## config.mk

```make
export PLATFORM = sky130hd
export DESIGN_NAME = lineFetchEngine
export DESIGN_NICKNAME = d
export VERILOG_FILES = /design/src/rtl/lineFetchPkg.sv /design/src/rtl/lineFetchData.sv /design/src/rtl/lineFetchCtrl.sv /design/src/rtl/lineFetchEngine.sv
export SDC_FILE = /design/constraint.sdc
export NUM_CORES = 2
export LEC_CHECK = 0
export ABC_AREA = 1
export CORE_AREA = 4 4 552 554
export CTS_CLUSTER_DIAMETER = 30
export CTS_CLUSTER_SIZE = 12
export DETAILED_ROUTE_END_ITERATION = 8
export DIE_AREA = 0 0 556 558
export PLACE_DENSITY = 0.54
export SETUP_SLACK_MARGIN = 0.1
export SYNTH_ARGS = -nofsm -noshare
export SYNTH_HDL_FRONTEND = slang
export SYNTH_SLANG_ARGS = --single-unit
```

## constraint.sdc

```tcl
create_clock -name clk -period 7.25 [get_ports clk]
set_input_delay 1.45 -clock clk [delete_from_list [all_inputs] [get_ports clk]]
set_output_delay 1.45 -clock clk [all_outputs]
set_load 0.01 [all_outputs]
```

## src/rtl/lineFetchPkg.sv

```systemverilog
package lineFetchPkg;

  typedef enum logic [2:0] {
    S_IDLE, S_WAITPHY, S_LINE, S_REQ, S_RECV, S_UNPACK, S_FIN
  } fetchState_t;

  // strobes from control to datapath
  typedef struct packed {
    logic cfgLoad;
    logic lineStart;
    logic lineNext;
    logic burstIssue;
    logic beatTake;
    logic unpackEn;
  } fetchCmd_t;

  // status from datapath to control
  typedef struct packed {
    logic lineEmpty;
    logic beatLast;
    logic drained;
    logic pixDone;
    logic outBusy;
  } fetchStat_t;

endpackage

```

## src/rtl/lineFetchData.sv

```systemverilog
module lineFetchData
  import lineFetchPkg::*;
#(
  parameter int ADDR_W = 32,
  parameter int PIX_W  = 16,
  parameter int CNT_W  = 12,
  parameter int BPP_W  = 5,
  parameter int BEATS  = 32
) (
  input  logic              clk,
  input  logic              rstN,
  input  fetchCmd_t         cmd,
  input  logic [ADDR_W-1:0] startAddr,
  input  logic [ADDR_W-1:0] lineOffset,
  input  logic [CNT_W-1:0]  skipPix,
  input  logic [CNT_W-1:0]  countPix,
  input  logic [BPP_W-1:0]  bitsPerPix,
  input  logic [63:0]       rspData,
  input  logic              pixReady,
  output fetchStat_t        stat,
  output logic [ADDR_W-1:0] burstAddr,
  output logic              pixValid,
  output logic [PIX_W-1:0]  pixData
);
  localparam int TOT_W  = CNT_W + 1;
  localparam int BITS_W = TOT_W + BPP_W;
  localparam int IDX_W  = $clog2(BEATS);
  localparam int PTR_W  = IDX_W + 1;
  localparam int ACC_W  = 128;

  logic [TOT_W-1:0]  totIn, totR, pixIdx;
  logic [BITS_W-1:0] bitsIn, wordsIn, lineWordsR, wordsLeft;
  logic [CNT_W-1:0]  skipR;
  logic [BPP_W-1:0]  bppR;
  logic [ADDR_W-1:0] offR, lineAddr;
  logic [PTR_W-1:0]  burstValid, wordPtr, take;
  logic [IDX_W-1:0]  beatCnt;
  logic [ACC_W-1:0]  acc;
  logic [7:0]        fill;
  logic [63:0]       wordBuf [BEATS];
  logic [PIX_W:0]    maskHi;
  logic [PIX_W-1:0]  pixMask;
  logic              canStep, haveBits;

  assign totIn   = TOT_W'(skipPix) + TOT_W'(countPix);
  assign bitsIn  = BITS_W'(totIn) * BITS_W'(bitsPerPix);
  assign wordsIn = ((bitsIn + BITS_W'(255)) >> 8) << 2;
  assign take    = (wordsLeft > BITS_W'(BEATS)) ? PTR_W'(BEATS) : PTR_W'(wordsLeft);
  assign maskHi  = {(PIX_W+1){1'b1}} << bppR;
  assign pixMask = ~maskHi[PIX_W-1:0];
  assign canStep = !pixValid || pixReady;
  assign haveBits = fill >= 8'(bppR);

  assign stat.lineEmpty = (wordsLeft == '0);
  assign stat.beatLast  = (beatCnt == IDX_W'(BEATS - 1));
  assign stat.drained   = !haveBits && (wordPtr == burstValid);
  assign stat.pixDone   = (pixIdx == totR);
  assign stat.outBusy   = pixValid;

  always_ff @(posedge clk) begin
    if (cmd.beatTake) wordBuf[beatCnt] <= rspData;
  end

  always_ff @(posedge clk or negedge rstN) begin
    if (!rstN) begin
      totR <= '0; skipR <= '0; bppR <= '0; offR <= '0; lineAddr <= '0;
      lineWordsR <= '0; burstAddr <= '0; wordsLeft <= '0; pixIdx <= '0;
      acc <= '0; fill <= '0; burstValid <= '0; beatCnt <= '0; wordPtr <= '0;
      pixValid <= 1'b0; pixData <= '0;
    end else begin
      if (cmd.cfgLoad) begin
        skipR <= skipPix; totR <= totIn; bppR <= bitsPerPix;
        offR <= lineOffset; lineAddr <= startAddr; lineWordsR <= wordsIn;
      end
      if (cmd.lineStart) begin
        burstAddr <= lineAddr; wordsLeft <= lineWordsR;
        pixIdx <= '0; acc <= '0; fill <= '0;
      end
      if (cmd.lineNext) lineAddr <= lineAddr + offR;
      if (cmd.burstIssue) begin
        burstValid <= take;
        wordsLeft  <= wordsLeft - BITS_W'(take);
        beatCnt    <= '0;
        wordPtr    <= '0;
        burstAddr  <= burstAddr + ADDR_W'(BEATS * 8);
      end
      if (cmd.beatTake) beatCnt <= beatCnt + 1'b1;
      if (pixValid && pixReady) pixValid <= 1'b0;
      if (cmd.unpackEn && canStep) begin
        if (haveBits && !stat.pixDone) begin
          acc    <= acc >> bppR;
          fill   <= fill - 8'(bppR);
          pixIdx <= pixIdx + 1'b1;
          if (pixIdx >= TOT_W'(skipR)) begin
            pixValid <= 1'b1;
            pixData  <= acc[PIX_W-1:0] & pixMask;
          end
        end else if (!haveBits && wordPtr < burstValid) begin
          acc     <= acc | (ACC_W'(wordBuf[wordPtr[IDX_W-1:0]]) << fill);
          fill    <= fill + 8'd64;
          wordPtr <= wordPtr + 1'b1;
        end
      end
    end
  end
endmodule

```

## src/rtl/lineFetchCtrl.sv

```systemverilog
module lineFetchCtrl
  import lineFetchPkg::*;
#(
  parameter int LINE_W = 12
) (
  input  logic              clk,
  input  logic              rstN,
  input  logic              enReq,
  input  logic              frameSync,
  input  logic              cfgBad,
  input  logic [LINE_W-1:0] lineCount,
  input  logic              chanActive,
  input  logic              phyActive,
  input  logic              portSel,
  input  logic              rspValid,
  input  fetchStat_t        stat,
  output fetchCmd_t         cmd,
  output logic              rdReq,
  output logic              chanEn,
  output logic              cfgErr,
  output logic              done
);
  fetchState_t state, nxt;
  logic [LINE_W-1:0] linesR, lineIdx;
  logic accept;

  assign accept = (state == S_IDLE) && enReq && !chanActive && !cfgBad;
  assign rdReq  = (state == S_REQ) && portSel && !stat.lineEmpty;
  assign chanEn = (state != S_IDLE);
  assign done   = (state == S_FIN);

  always_comb begin
    nxt = state;
    cmd = '0;
    unique case (state)
      S_IDLE: if (accept) begin
        cmd.cfgLoad = 1'b1;
        nxt = frameSync ? S_WAITPHY : S_LINE;
      end
      S_WAITPHY: if (!phyActive) nxt = S_LINE;
      S_LINE: begin
        if (lineIdx == linesR) nxt = S_FIN;
        else begin
          cmd.lineStart = 1'b1;
          nxt = S_REQ;
        end
      end
      S_REQ: begin
        if (stat.lineEmpty) nxt = S_UNPACK;
        else if (portSel) begin
          cmd.burstIssue = 1'b1;
          nxt = S_RECV;
        end
      end
      S_RECV: begin
        cmd.beatTake = rspValid;
        if (rspValid && stat.beatLast) nxt = S_UNPACK;
      end
      S_UNPACK: begin
        cmd.unpackEn = 1'b1;
        if (stat.pixDone && !stat.outBusy) begin
          cmd.lineNext = 1'b1;
          nxt = S_LINE;
        end else if (!stat.pixDone && stat.drained) nxt = S_REQ;
      end
      S_FIN: nxt = S_IDLE;
      default: nxt = S_IDLE;
    endcase
  end

  always_ff @(posedge clk or negedge rstN) begin
    if (!rstN) begin
      state <= S_IDLE; linesR <= '0; lineIdx <= '0; cfgErr <= 1'b0;
    end else begin
      state <= nxt;
      if (state == S_IDLE && enReq && !chanActive) cfgErr <= cfgBad;
      if (cmd.cfgLoad) begin
        linesR  <= lineCount;
        lineIdx <= '0;
      end
      if (cmd.lineNext) lineIdx <= lineIdx + 1'b1;
    end
  end
endmodule

```

## src/rtl/lineFetchEngine.sv

```systemverilog
module lineFetchEngine
  import lineFetchPkg::*;
#(
  parameter int ADDR_W     = 32,
  parameter int PIX_W      = 16,
  parameter int CNT_W      = 12,
  parameter int LINE_W     = 12,
  parameter int BEATS      = 32,
  parameter int ALIGN_BITS = 5,
  localparam int BPP_W     = $clog2(PIX_W + 1)
) (
  input  logic              clk,
  input  logic              rstN,
  input  logic              enReq,
  input  logic              frameSync,
  input  logic [ADDR_W-1:0] startAddr,
  input  logic [ADDR_W-1:0] lineOffset,
  input  logic [CNT_W-1:0]  skipPix,
  input  logic [CNT_W-1:0]  countPix,
  input  logic [BPP_W-1:0]  bitsPerPix,
  input  logic [LINE_W-1:0] lineCount,
  input  logic              chanActive,
  input  logic              phyActive,
  input  logic              portSel,
  output logic              rdReq,
  output logic [ADDR_W-1:0] rdAddr,
  input  logic              rspValid,
  input  logic [63:0]       rspData,
  input  logic              pixReady,
  output logic              pixValid,
  output logic [PIX_W-1:0]  pixData,
  output logic              chanEn,
  output logic              cfgErr,
  output logic              done
);
  fetchCmd_t  cmd;
  fetchStat_t stat;
  logic cfgBad;

  assign cfgBad = (startAddr[ALIGN_BITS-1:0] != '0) || (lineOffset[ALIGN_BITS-1:0] != '0) ||
                  (bitsPerPix == '0) || (bitsPerPix > BPP_W'(PIX_W));

  lineFetchCtrl #(.LINE_W(LINE_W)) ctrl (
    .clk(clk), .rstN(rstN), .enReq(enReq), .frameSync(frameSync), .cfgBad(cfgBad),
    .lineCount(lineCount), .chanActive(chanActive), .phyActive(phyActive),
    .portSel(portSel), .rspValid(rspValid), .stat(stat), .cmd(cmd), .rdReq(rdReq),
    .chanEn(chanEn), .cfgErr(cfgErr), .done(done)
  );

  lineFetchData #(.ADDR_W(ADDR_W), .PIX_W(PIX_W), .CNT_W(CNT_W), .BPP_W(BPP_W),
                  .BEATS(BEATS)) dp (
    .clk(clk), .rstN(rstN), .cmd(cmd), .startAddr(startAddr), .lineOffset(lineOffset),
    .skipPix(skipPix), .countPix(countPix), .bitsPerPix(bitsPerPix), .rspData(rspData),
    .pixReady(pixReady), .stat(stat), .burstAddr(rdAddr), .pixValid(pixValid),
    .pixData(pixData)
  );
endmodule

```

==> metrics.log <==
INFO  metric syn-instance-count = 12,900
INFO  metric total_power = 58,200 µW
INFO  metric syn_nets = 13,200
INFO  metric clkLatencyLatePin = 1.03 ns
INFO  metric crit-reg2reg-launch = dp.wordPtr[0]$_DFF_PN0_
INFO  metric power_per_cell_area = 401 nW/µm²
INFO  metric share_of_cells_above_drive_strength_1 = 0.0925
INFO  metric drt_drc_violations_left = 0
INFO  metric slew_limit_headroom = 0.105
INFO  metric crit_slowest_cell = fa_1
INFO  metric rsz0062_at_grt = false
INFO  metric post_cts_setup_buffer_count = 0
INFO  metric timing.final.hold_violations = 0
INFO  metric synthesis.area_per_instance = 9.26 µm²
INFO  metric crit_arrival = 7.49 ns
INFO  metric setup.worst_path.start_class = input pin
INFO  metric worst_path_most_repeated_cell = a21oi_1
INFO  metric synth.yosys.seq_area_share = 0.592
INFO  metric grt_antenna_before_repair = 32
INFO  metric critPathKind = in2reg
INFO  metric buffer_ports.inserted = 230
INFO  metric pin_count_of_the_biggest_net_entering_global_routing = 157
INFO  metric final-max-slew-violation-count = 0
INFO  metric most_common_cell_after_layout_fill_and_taps_aside = nand2_1
INFO  metric clkTransAtPathRegs = 0.04 ns
INFO  metric rows = 201
INFO  metric layout.nets = 13,500
INFO  metric ant_nets = 0
INFO  metric post_dr_vias_cell = 5.51
INFO  metric post_cts_hold_buffers = 0
INFO  metric fp.dieArea = 310,000 µm²
INFO  metric grt_pass1_vias = 91,800
INFO  metric cp-end-kind = register
INFO  metric number_of_h_tree_branching_levels = 6
INFO  metric core_area = 300,000 µm²
INFO  metric routedWlPerCell = 25.3 µm
INFO  metric cts_made_buffers = 560
INFO  metric ys_dominant_reg_cell = edfxtp_1
INFO  metric synth_edf_count = 2,048
INFO  metric final.min_clock_period = 6.71 ns
INFO  metric worstHoldPathType = in2async
INFO  metric dr_total_vias = 96,800
INFO  metric max_freq = 149 MHz
INFO  metric cts_resized = 0
INFO  metric syn_to_final_growth = 21.6%
INFO  metric post-dp-hpwl = 269,000 µm
INFO  metric timing.critical_path.from = skipPix[0]
INFO  metric clock-skew-final = 0.105 ns
INFO  metric period_share = 0.925
INFO  metric io-pin-count = 231
INFO  metric n_fill_cell = 27,400
INFO  metric grt_overflow_total = 0
INFO  metric die_width = 556 µm
INFO  metric setup_violations = 0
INFO  metric timing.critical_path.required = 8.03 ns
INFO  metric drt-pass1-iter-count = 9
INFO  metric grt_util_all_layers = 0.279
INFO  metric ys_seq_elements = 2,413
INFO  metric fp.dieH = 558 µm
INFO  metric synth_async_sr_flop_share = 0.151
INFO  metric timing.critical_path.fanout_max = 5
INFO  metric total_non_filler_cell_area_in_the_finished_layout = 145,000 µm²
INFO  metric status = finished clean
INFO  metric routed_wirelength = 446,000 µm
INFO  metric timing.critical_path.slowest_cell_delay = 0.55 ns
INFO  metric worst_voltage_drop_across_the_vdd_grid = 0.298 mV
INFO  metric cts_tree = yes
INFO  metric synth.lib_cells_used.distinct = 59
INFO  metric p_leak = 0.0599 µW
INFO  metric tightest_slew = 1.34 ns
INFO  metric dpl-instance-area = 126,000 µm²
INFO  metric ys.warnings.count = 0
INFO  metric clock-sinks = 2,413
INFO  metric clockBufferDepth = 4
INFO  metric cts_root_buffer = clkbuf_16
INFO  metric cap_viol_max_count = 0
INFO  metric initial_utilization = 0.398
INFO  metric gp_congestion = 0.992
INFO  metric mappedNetlistArea = 119,000 µm²
INFO  metric grt_pass1_wl = 643,000 µm
INFO  metric drt_first_iter_violations = 11,200
INFO  metric most-common-layout-cells = nand2_1 (3,463), edfxtp_1 (2,048), nand3_1 (1,720), nor2_1 (1,259), inv_1 (985)
## where the power goes
part | internal (µW) | switching, µW
registers | 15500 | 497
clock network | 16900 | 8130
logic | 4560 | 12600
total | 37000 | 21200
## flip-flops by register name, summed over array words and instances, names as in the netlist
signal and flops:
dp.pixValid 1, dp.offR 32, dp.lineAddr 32, ctrl.cfgErr 1, dp.totR 13, ctrl.state 3, dp.burstAddr 32, dp.fill 8
ctrl.linesR 12, dp.wordPtr 6, dp.pixData 16, ctrl.lineIdx 12, dp.lineWordsR 10, dp.wordsLeft 18, dp.acc 128, dp.beatCnt 5
dp.skipR 12, dp.burstValid 6, dp.wordBuf 2048, dp.pixIdx 13, dp.bppR 5
## final cells by class
| cell class | count | area, µm² | share of cell area |
|---|---|---|---|
| Sequential cell | 2413 | 70700 | 0.487 |
| Multi-Input combinational cell | 8675 | 41600 | 0.287 |
| Clock buffer | 672 | 14900 | 0.102 |
| Timing Repair Buffer | 499 | 4980 | 0.0343 |
| Tap cell | 3958 | 4950 | 0.0341 |
| Clock inverter | 344 | 4110 | 0.0283 |
| Inverter | 1014 | 3850 | 0.0266 |
| Antenna cell | 11 | 27.5 | 0.000190 |
## path summary, 6_finish.rpt
check | cells past startpoint | slack [ns] | end
max | 33 | 0.54 | dp.lineWordsR[8]$_DFFE_PN0P_
min | 1 | 0.46 | dp.acc[105]$_DFF_PN0_
max reg2reg | 19 | 1.51 | dp.acc[108]$_DFF_PN0_
min reg2reg | 2 | 0.47 | dp.burstAddr[7]$_DFFE_PN0P_
max in group asynchronous | 3 | 5.08 | ctrl.linesR[6]$_DFFE_PN0P_
min in group clk | 2 | 0.47 | dp.burstAddr[7]$_DFFE_PN0P_
## synthesized netlist by cell type (45+ instances only)
cell type     n  area share
nand2_1    3466        0.11
edfxtp_1   2048        0.52
nand3_1    1720       0.072
nor2_1     1298       0.041
inv_1       995       0.031
o21ai_0     928       0.039
clkbuf_1    365       0.011
dfrtp_1     365       0.077
a21oi_1     288       0.012
mux2i_1     249       0.021
buf_2       204      0.0086
o211ai_1    149      0.0094
buf_1       143      0.0045
ha_1        108       0.011
o21ai_1      45      0.0019
## stage by stage
stage | setup TNS [ns] | setup WS [ns] | util | hold slack (ns) | instances
after global routing | 0 | 0.105 | 0.484 | 0.493 | 17600
after global placement | -3.80 | -0.719 | 0.421 | 0.466 | 16600
after detailed placement | -3.50 | -0.709 | 0.421 | 0.464 | 16600
after CTS | 0 | 0.288 | 0.484 | 0.458 | 17600
final | 0 | 0.541 | 0.484 | 0.464 | 17600
after floorplan | 0 | 0.612 | - | 0.452 | 12900
## routing by layer
layer / wire length, µm / vias up / global-route usage
met3: 37100 / 822 / 0.0521
li1: - / 44400 / -
met4: 15500 / 18 / 0.0925
met5: 115 / - / 0
met2: 202000 / 4263 / 0.436
met1: 191000 / 47400 / 0.392
## cells by family (layout without fill, tap and decap cells)
logic type | after synthesis | after routing | share of synthesized area
xor gates and xnor gates | 59 | 59 | 0.00433
other | 1 | 12 | 0.0000314
and+or+nand+nor | 6635 | 6635 | 0.230
buffers and inverters | 1787 | 2529 | 0.0615
DFF | 2413 | 2413 | 0.592
muxes | 249 | 249 | 0.0209
adders and majority gates | 147 | 147 | 0.0179
AOI/OAI and AO/OA | 1584 | 1584 | 0.0734
## worst max-delay path: cells and delay by family
| kind | cells | cell delay [ns] |
|---|---|---|
| AOI/OAI and AO/OA | 12 | 1.79 |
| adders and majority gates | 6 | 2.33 |
| buffers and inverters | 8 | 1.15 |
| and+or+nand+nor | 7 | 0.74 |
Note: power is estimated with default switching activity, not from simulation.
